$ cat config.mk
export PLATFORM = sky130hd
export DESIGN_NAME = nand_seq
export DESIGN_NICKNAME = d
export VERILOG_FILES = /design/src/rtl/nand_seq.sv
export SDC_FILE = /design/constraint.sdc
export NUM_CORES = 1
export LEC_CHECK = 0
export ABC_AREA = 1
export BUFFER_PORTS_ARGS = -buffer_cell sky130_fd_sc_hd__buf_2
export CAP_MARGIN = 20
export CORE_ASPECT_RATIO = 1.75
export CORE_MARGIN = 5
export CORE_UTILIZATION = 52
export CTS_CLUSTER_SIZE = 30
export DETAILED_ROUTE_END_ITERATION = 12
export GPL_ROUTABILITY_DRIVEN = 0
export GPL_TIMING_DRIVEN = 0
export PLACE_DENSITY = 0.78
export SYNTH_ARGS = -nofsm -noshare
export SYNTH_HDL_FRONTEND = slang
export SYNTH_SLANG_ARGS = --single-unit
$ cat constraint.sdc
create_clock -name clk -period 2.68 [get_ports clk]
set_clock_uncertainty 0.15 [all_clocks]
set_input_delay 0.268 -clock clk [delete_from_list [all_inputs] [get_ports clk]]
set_output_delay 0.268 -clock clk [all_outputs]
set_load 0.05 [all_outputs]
$ cat src/rtl/nand_seq.sv
module nand_seq #(
  parameter int ROW_BITS    = 17,
  parameter int DATA_BYTES  = 2048,
  parameter int SPARE_BYTES = 64,
  parameter int TIMEOUT_CYC = 5_000_000,
  parameter int RB_GUARD    = 3,
  parameter int ADL_GAP     = 6,
  localparam int PAGE_BYTES = DATA_BYTES + SPARE_BYTES,
  localparam int CW         = $clog2(PAGE_BYTES),
  localparam int TW         = $clog2(TIMEOUT_CYC + 1)
) (
  input  logic                clk,
  input  logic                rst_n,
  input  logic                req_valid,
  input  logic [2:0]          req_op,
  input  logic [ROW_BITS-1:0] req_page,
  input  logic [CW-1:0]       req_col,
  input  logic                clr_err,
  output logic                busy,
  output logic                done,
  output logic [3:0]          err,
  output logic [CW-1:0]       buf_addr,
  output logic                buf_we,
  output logic [7:0]          buf_wdata,
  input  logic [7:0]          buf_rdata,
  output logic                nand_ce_n,
  output logic                nand_cle,
  output logic                nand_ale,
  output logic                nand_we_n,
  output logic                nand_re_n,
  output logic                nand_io_oe,
  output logic [7:0]          nand_io_out,
  input  logic [7:0]          nand_io_in,
  input  logic                nand_rb
);
  localparam logic [2:0] OP_RD = 3'd0, OP_PG = 3'd1, OP_ER = 3'd2,
                         OP_ST = 3'd3, OP_ID = 3'd4, OP_RS = 3'd5;

  typedef enum logic [3:0] {
    S_IDLE, S_CMD1, S_ADDR, S_GAP, S_WDATA, S_CMD2,
    S_WRB, S_RDATA, S_STCMD, S_STRD, S_FIN
  } st_t;

  st_t                st, gret;
  logic [1:0]         ph;
  logic [2:0]         op, aidx;
  logic [ROW_BITS-1:0] pg;
  logic [CW-1:0]      col, cnt;
  logic [TW-1:0]      tmr;
  logic [7:0]         cmd, stat, abyte;
  logic [23:0]        row;
  logic [15:0]        colx;

  function automatic logic [7:0] first_cmd(input logic [2:0] o);
    case (o)
      OP_RD:   return 8'h00;
      OP_PG:   return 8'h80;
      OP_ER:   return 8'h60;
      OP_ST:   return 8'h70;
      OP_ID:   return 8'h90;
      default: return 8'hFF;
    endcase
  endfunction

  wire wr_cyc    = st inside {S_CMD1, S_ADDR, S_WDATA, S_CMD2, S_STCMD};
  wire rd_cyc    = st inside {S_RDATA, S_STRD};
  wire last      = (ph == 2'd2);
  wire col_bad   = (req_op == OP_RD || req_op == OP_PG) &&
                   ({1'b0, req_col} >= (CW+1)'(PAGE_BYTES));
  wire req_ok    = req_valid && (req_op <= OP_RS) && !col_bad;
  wire xfer_last = ({1'b0, col} + {1'b0, cnt}) == (CW+1)'(PAGE_BYTES - 1);
  wire rd_last   = (op == OP_ID) ? (cnt == CW'(4)) : xfer_last;
  wire addr_last = (op == OP_ID) || (aidx == 3'd4);
  wire gap_last  = (gret == S_WDATA) ? (cnt == CW'(ADL_GAP - 1)) : 1'b1;
  wire stat_bad  = !stat[6] || stat[0];

  assign row  = 24'(pg);
  assign colx = 16'(col);

  always_comb begin
    case (aidx)
      3'd0:    abyte = colx[7:0];
      3'd1:    abyte = {4'b0, colx[11:8]};
      3'd2:    abyte = row[7:0];
      3'd3:    abyte = row[15:8];
      default: abyte = row[23:16];
    endcase
  end

  assign busy        = (st != S_IDLE);
  assign done        = (st == S_FIN);
  assign nand_ce_n   = (st == S_IDLE);
  assign nand_cle    = st inside {S_CMD1, S_CMD2, S_STCMD};
  assign nand_ale    = (st == S_ADDR);
  assign nand_we_n   = !(wr_cyc && !last);
  assign nand_re_n   = !(rd_cyc && !last);
  assign nand_io_oe  = wr_cyc;
  assign nand_io_out = (st == S_ADDR) ? abyte : (st == S_WDATA) ? buf_rdata : cmd;
  assign buf_we      = rd_cyc && (ph == 2'd1);
  assign buf_wdata   = nand_io_in;
  assign buf_addr    = (st == S_STRD) ? '0 : col + cnt;

  always_ff @(posedge clk or negedge rst_n) begin
    if (!rst_n) begin
      st <= S_IDLE; gret <= S_IDLE; ph <= '0; op <= '0; aidx <= '0;
      pg <= '0; col <= '0; cnt <= '0; tmr <= '0; cmd <= '0; stat <= '0; err <= '0;
    end else begin
      if (clr_err) err <= '0;
      if (wr_cyc || rd_cyc) ph <= last ? 2'd0 : ph + 2'd1;
      case (st)
        S_IDLE: if (req_ok) begin
          op  <= req_op;
          pg  <= req_page;
          col <= (req_op == OP_ID) ? '0 : req_col;
          cmd <= first_cmd(req_op);
          cnt <= '0; aidx <= '0; ph <= '0;
          st  <= S_CMD1;
        end
        S_CMD1: if (last) begin
          cnt <= '0; tmr <= '0;
          case (op)
            OP_ER:   begin st <= S_ADDR; aidx <= 3'd2; end
            OP_ST:   begin st <= S_GAP;  gret <= S_STRD; end
            OP_RS:   st <= S_WRB;
            default: begin st <= S_ADDR; aidx <= 3'd0; end
          endcase
        end
        S_ADDR: if (last) begin
          aidx <= aidx + 3'd1;
          cnt  <= '0;
          if (addr_last) begin
            case (op)
              OP_RD:   begin st <= S_CMD2; cmd <= 8'h30; end
              OP_ER:   begin st <= S_CMD2; cmd <= 8'hD0; end
              OP_PG:   begin st <= S_GAP;  gret <= S_WDATA; end
              default: begin st <= S_GAP;  gret <= S_RDATA; end
            endcase
          end
        end
        S_GAP: begin
          cnt <= cnt + 1'b1;
          if (gap_last) begin st <= gret; cnt <= '0; ph <= '0; end
        end
        S_WDATA: if (last) begin
          cnt <= cnt + 1'b1;
          if (xfer_last) begin st <= S_CMD2; cmd <= 8'h10; cnt <= '0; end
        end
        S_CMD2: if (last) begin st <= S_WRB; cnt <= '0; tmr <= '0; end
        S_WRB: begin
          tmr <= tmr + 1'b1;
          if (cnt < CW'(RB_GUARD)) cnt <= cnt + 1'b1;
          else if (nand_rb) begin
            cnt <= '0; ph <= '0;
            case (op)
              OP_RD:   st <= S_RDATA;
              OP_RS:   st <= S_FIN;
              default: begin st <= S_STCMD; cmd <= 8'h70; end
            endcase
          end
          if (!(cnt >= CW'(RB_GUARD) && nand_rb) && tmr == TW'(TIMEOUT_CYC - 1)) begin
            st <= S_FIN;
            if (op == OP_RD) err[2] <= 1'b1; else err[3] <= 1'b1;
          end
        end
        S_STCMD: if (last) begin st <= S_GAP; gret <= S_STRD; cnt <= '0; end
        S_RDATA: if (last) begin
          cnt <= cnt + 1'b1;
          if (rd_last) st <= S_FIN;
        end
        S_STRD: begin
          if (ph == 2'd1) stat <= nand_io_in;
          if (last) begin
            st <= S_FIN;
            if (op == OP_PG && stat_bad) err[1] <= 1'b1;
            if (op == OP_ER && stat_bad) err[0] <= 1'b1;
          end
        end
        default: st <= S_IDLE;
      endcase
    end
  end
endmodule


==> results.toml <==
[synthesis]
yosysTopAreaCellShare_pct = 37.2
yosys_warnings = 0
syn_inst = 876
ys_types = 48
synth-seq-area-share_pct = 37.2
yosysTopAreaCell = "dfrtp_1"
synth_area_sq_mm = 0.00613
avgSynthCellArea_sq_um = 6.99
synth_fp_nets = 951
synth.area.top_cells = "dfrtp_1 37%, nand2_1 14%, inv_1 7.7%"
synth_seq_cells = 91

[timing]
clock.fmax_ghz = 0.358
rsz0062_at_grt = "true"
holdWs_ns = -0.000353
final-hold-violation-count = 1
slew_headroom_pct = 51.3
period_share_pct = 104
timing.final.ws_setup_ns = -0.111
worstMarginPinSlew_ns = 0.724
timing.final.crit_period_ns = 2.79
setup_viol = 19
drv_slew = 0
fin_setup_tns_ns = -1.54

[hold_path]
hold_class = "input port to register"

[routing]
drcViolationCount = 0
vias_per_cell = 5.73
avgRoutedWirePerCell_um = 16.4
routed_wl_mm = 18.8
ant_nets = 0
num_vias = 6554
drt_iter0_drc = 382
drt_pass1_iterations = 5

[critical_path]
path_max_fanout = 5
arrival_ns = 2.87
crit_path_end_kind = "register"
critPathKind = "register to register"
start_kind = "register"
required_ns = 2.76

[floorplan]
die_w_um = 92.0
io_pins = 94
rows = 52
design.die.area_sq_mm = 0.0141
coreArea_sq_mm = 0.0116
initial_utilization_pct = 52.9
die_height_um = 154

[final_layout]
nFillCells = 1009
multi_input_area_sq_mm = 0.00342
final_common_cell = "nand2_1"
n_antenna_cell = 0
mostFrequentLayoutCells = "213 x nand2_1, 120 x inv_1, 88 x buf_2, 88 x dfrtp_1, 75 x nor2_1"
drive_gt1_share_pct = 21.8
register_area_sq_mm = 0.00228
fin_nets = 1079
areaGrowthSynthToFinish_pct = 23.7

[grt]
grt_util_met2_pct = 47.5
grt.busiest_layer = "met2"
grt_max_degree = 48
grt_first_pass_wirelength_mm = 29.5
gr-usage-all-layers_pct = 26.2
grt_pass1_vias = 6289
gr-total-overflow = 0
use_met3_pct = 3.77
grtUsageMet1_pct = 26.9
grt_antenna_before_repair = 0

[power]
internal_power_mw = 3.70
switching_share_pct = 51.6
power_density_mw_per_mm2 = 1010
p_leak_nw = 3.78
ir_drop_v = 0.000597
p_switching_mw = 3.95
clkPwrFrac_pct = 16.0
combPwrFrac_pct = 56.6
p_seq_share_pct = 27.3

[job]
cap_violations = 0

[status]
violations = "hold timing, setup timing"
status = "finished with violations"

[place]
port-buffer-count = 87
hpwl_mm = 13.8

[clock_network]
numCtsBuffers = 9
cts_root_buf = "clkbuf_16"
htree_levels = 3
path_clk_slew_ns = 0.07
clkSinkCount = 91
cts_buffer_depth = 2
cts_tree = "yes"
clk_latency_ns = 0.35
-- power by group through the flow --
stage / Sequential (mW) / Clock, mW / Combinational [mW]
2_1_floorplan: 1.96 / 0 / 2.96
3_3_place_gp: 2.07 / 0 / 3.83
3_5_place_dp: 2.07 / 0 / 3.88
4_1_cts: 2.05 / 1.24 / 4.08
5_1_grt: 2.13 / 1.31 / 4.68
6_report: 2.09 / 1.23 / 4.33
-- cell families (layout without fill, tap and decap cells) --
group	after synthesis	after routing	share of synthesized area, %
adder cells (fa/ha/maj)	22	22	4.62
AO/OA/AOI/OAI	155	155	14.3
AND/OR/NAND/NOR	432	433	31.0
buffers and inverters	163	295	10.8
XOR/XNOR	6	6	0.858
flip-flops	91	91	37.2
multiplexers	7	7	1.21
-- sequential cells by signal, summed over array words and instances (netlist names) --
| register | flops |
|---|---|
| err | 4 |
| tmr | 23 |
| pg | 17 |
| gret | 4 |
| aidx | 3 |
| st | 4 |
| stat | 2 |
| ph | 2 |
| op | 3 |
| cnt | 12 |
| cmd | 5 |
| col | 12 |
-- synthesized netlist by cell type, drive strengths merged --
| master | instances |
|---|---|
| fa | 1 |
| inv | 137 |
| a211oi | 4 |
| nor3b | 1 |
| o22ai | 17 |
| nor2 | 90 |
| nand3b | 2 |
| mux2i | 4 |
| a21oi | 31 |
| nand2 | 229 |
| ha | 21 |
| o2111ai | 1 |
| a22o | 1 |
| o21ai | 82 |
| a32o | 1 |
| or2 | 1 |
| mux2 | 3 |
| o31ai | 1 |
| nand4 | 18 |
| o21bai | 1 |
| dfrtp | 91 |
| a221oi | 4 |
| buf | 18 |
| a21boi | 1 |
| nor3 | 21 |
| nand3 | 62 |
| xor2 | 5 |
| nor4 | 8 |
| a22oi | 5 |
| a31oi | 3 |
| o211ai | 3 |
| xnor2 | 1 |
| clkbuf | 8 |
-- path summary, 6_finish.rpt --
path | start | cells past startpoint | slack [ns] | end
max | col[0]$_DFFE_PN0P_ | 18 | -0.11 | cnt[1]$_DFFE_PN0P_
min | req_col[5] | 3 | -0.0004 | col[5]$_DFFE_PN0P_
max reg2reg | col[0]$_DFFE_PN0P_ | 18 | -0.11 | cnt[1]$_DFFE_PN0P_
min reg2reg | cmd[7]$_DFFE_PN0P_ | 2 | 0.34 | cmd[7]$_DFFE_PN0P_
max in group asynchronous | rst_n | 3 | 1.40 | st[3]$_DFFE_PN0P_
min in group asynchronous | rst_n | 2 | 0.33 | tmr[5]$_DFFE_PN0P_
-- worst max-delay path, stage by stage, from the launching register on --
cell	delay, ns
dfrtp_1	0.40
ha_2	0.20
inv_2	0.05
fa_2	0.45
inv_2	0.07
nand3_2	0.06
nor2_2	0.11
nand2_1	0.05
nor2_1	0.08
nand3_1	0.08
nor2_1	0.11
nand2_1	0.09
nor2_4	0.12
nand2_2	0.08
nand2_2	0.07
nand4_1	0.16
buf_6	0.21
nand2_2	0.06
o21ai_1	0.07
-- timing repair --
action                     CTS  global route
pin swaps                    7             7
buffers inserted             7             3
hold endpoints to repair    62             0
setup endpoints to repair   38            42
cloned                       2             0
hold buffers                17             0
resized for setup           25            44
-- layout make-up --
class / count / share of cell area (%)
Multi-Input combinational cell: 623 / 45.2
Tap cell: 135 / 2.23
Sequential cell: 91 / 30.1
Clock inverter: 7 / 0.826
Clock buffer: 9 / 2.97
Inverter: 137 / 6.79
Timing Repair Buffer: 116 / 9.76
Buffer: 26 / 2.10
-- per-layer routing --
layer / part of all wire, % / vias up
li1: - / 3129
met1: 35 / 3068
met2: 53 / 262
met3: 4.6 / 95
met4: 7.2 / 0
met5: 0 / -
-- through the flow --
stage | std cells | utilization [%] | worst slack, ns | power (mW) | area (sq um)
floorplan | 876 | - | 0.0633 | 4.92 | 6130
global placement | 1098 | 58.1 | -0.321 | 5.90 | 6730
detailed placement | 1099 | 58.4 | -0.378 | 5.95 | 6760
CTS | 1141 | 63.6 | -0.0424 | 7.37 | 7360
global route | 1144 | 65.4 | -0.274 | 8.13 | 7570
finish | 1144 | 65.4 | -0.111 | 7.65 | 7570
Note: power is estimated with default switching activity, not from simulation.
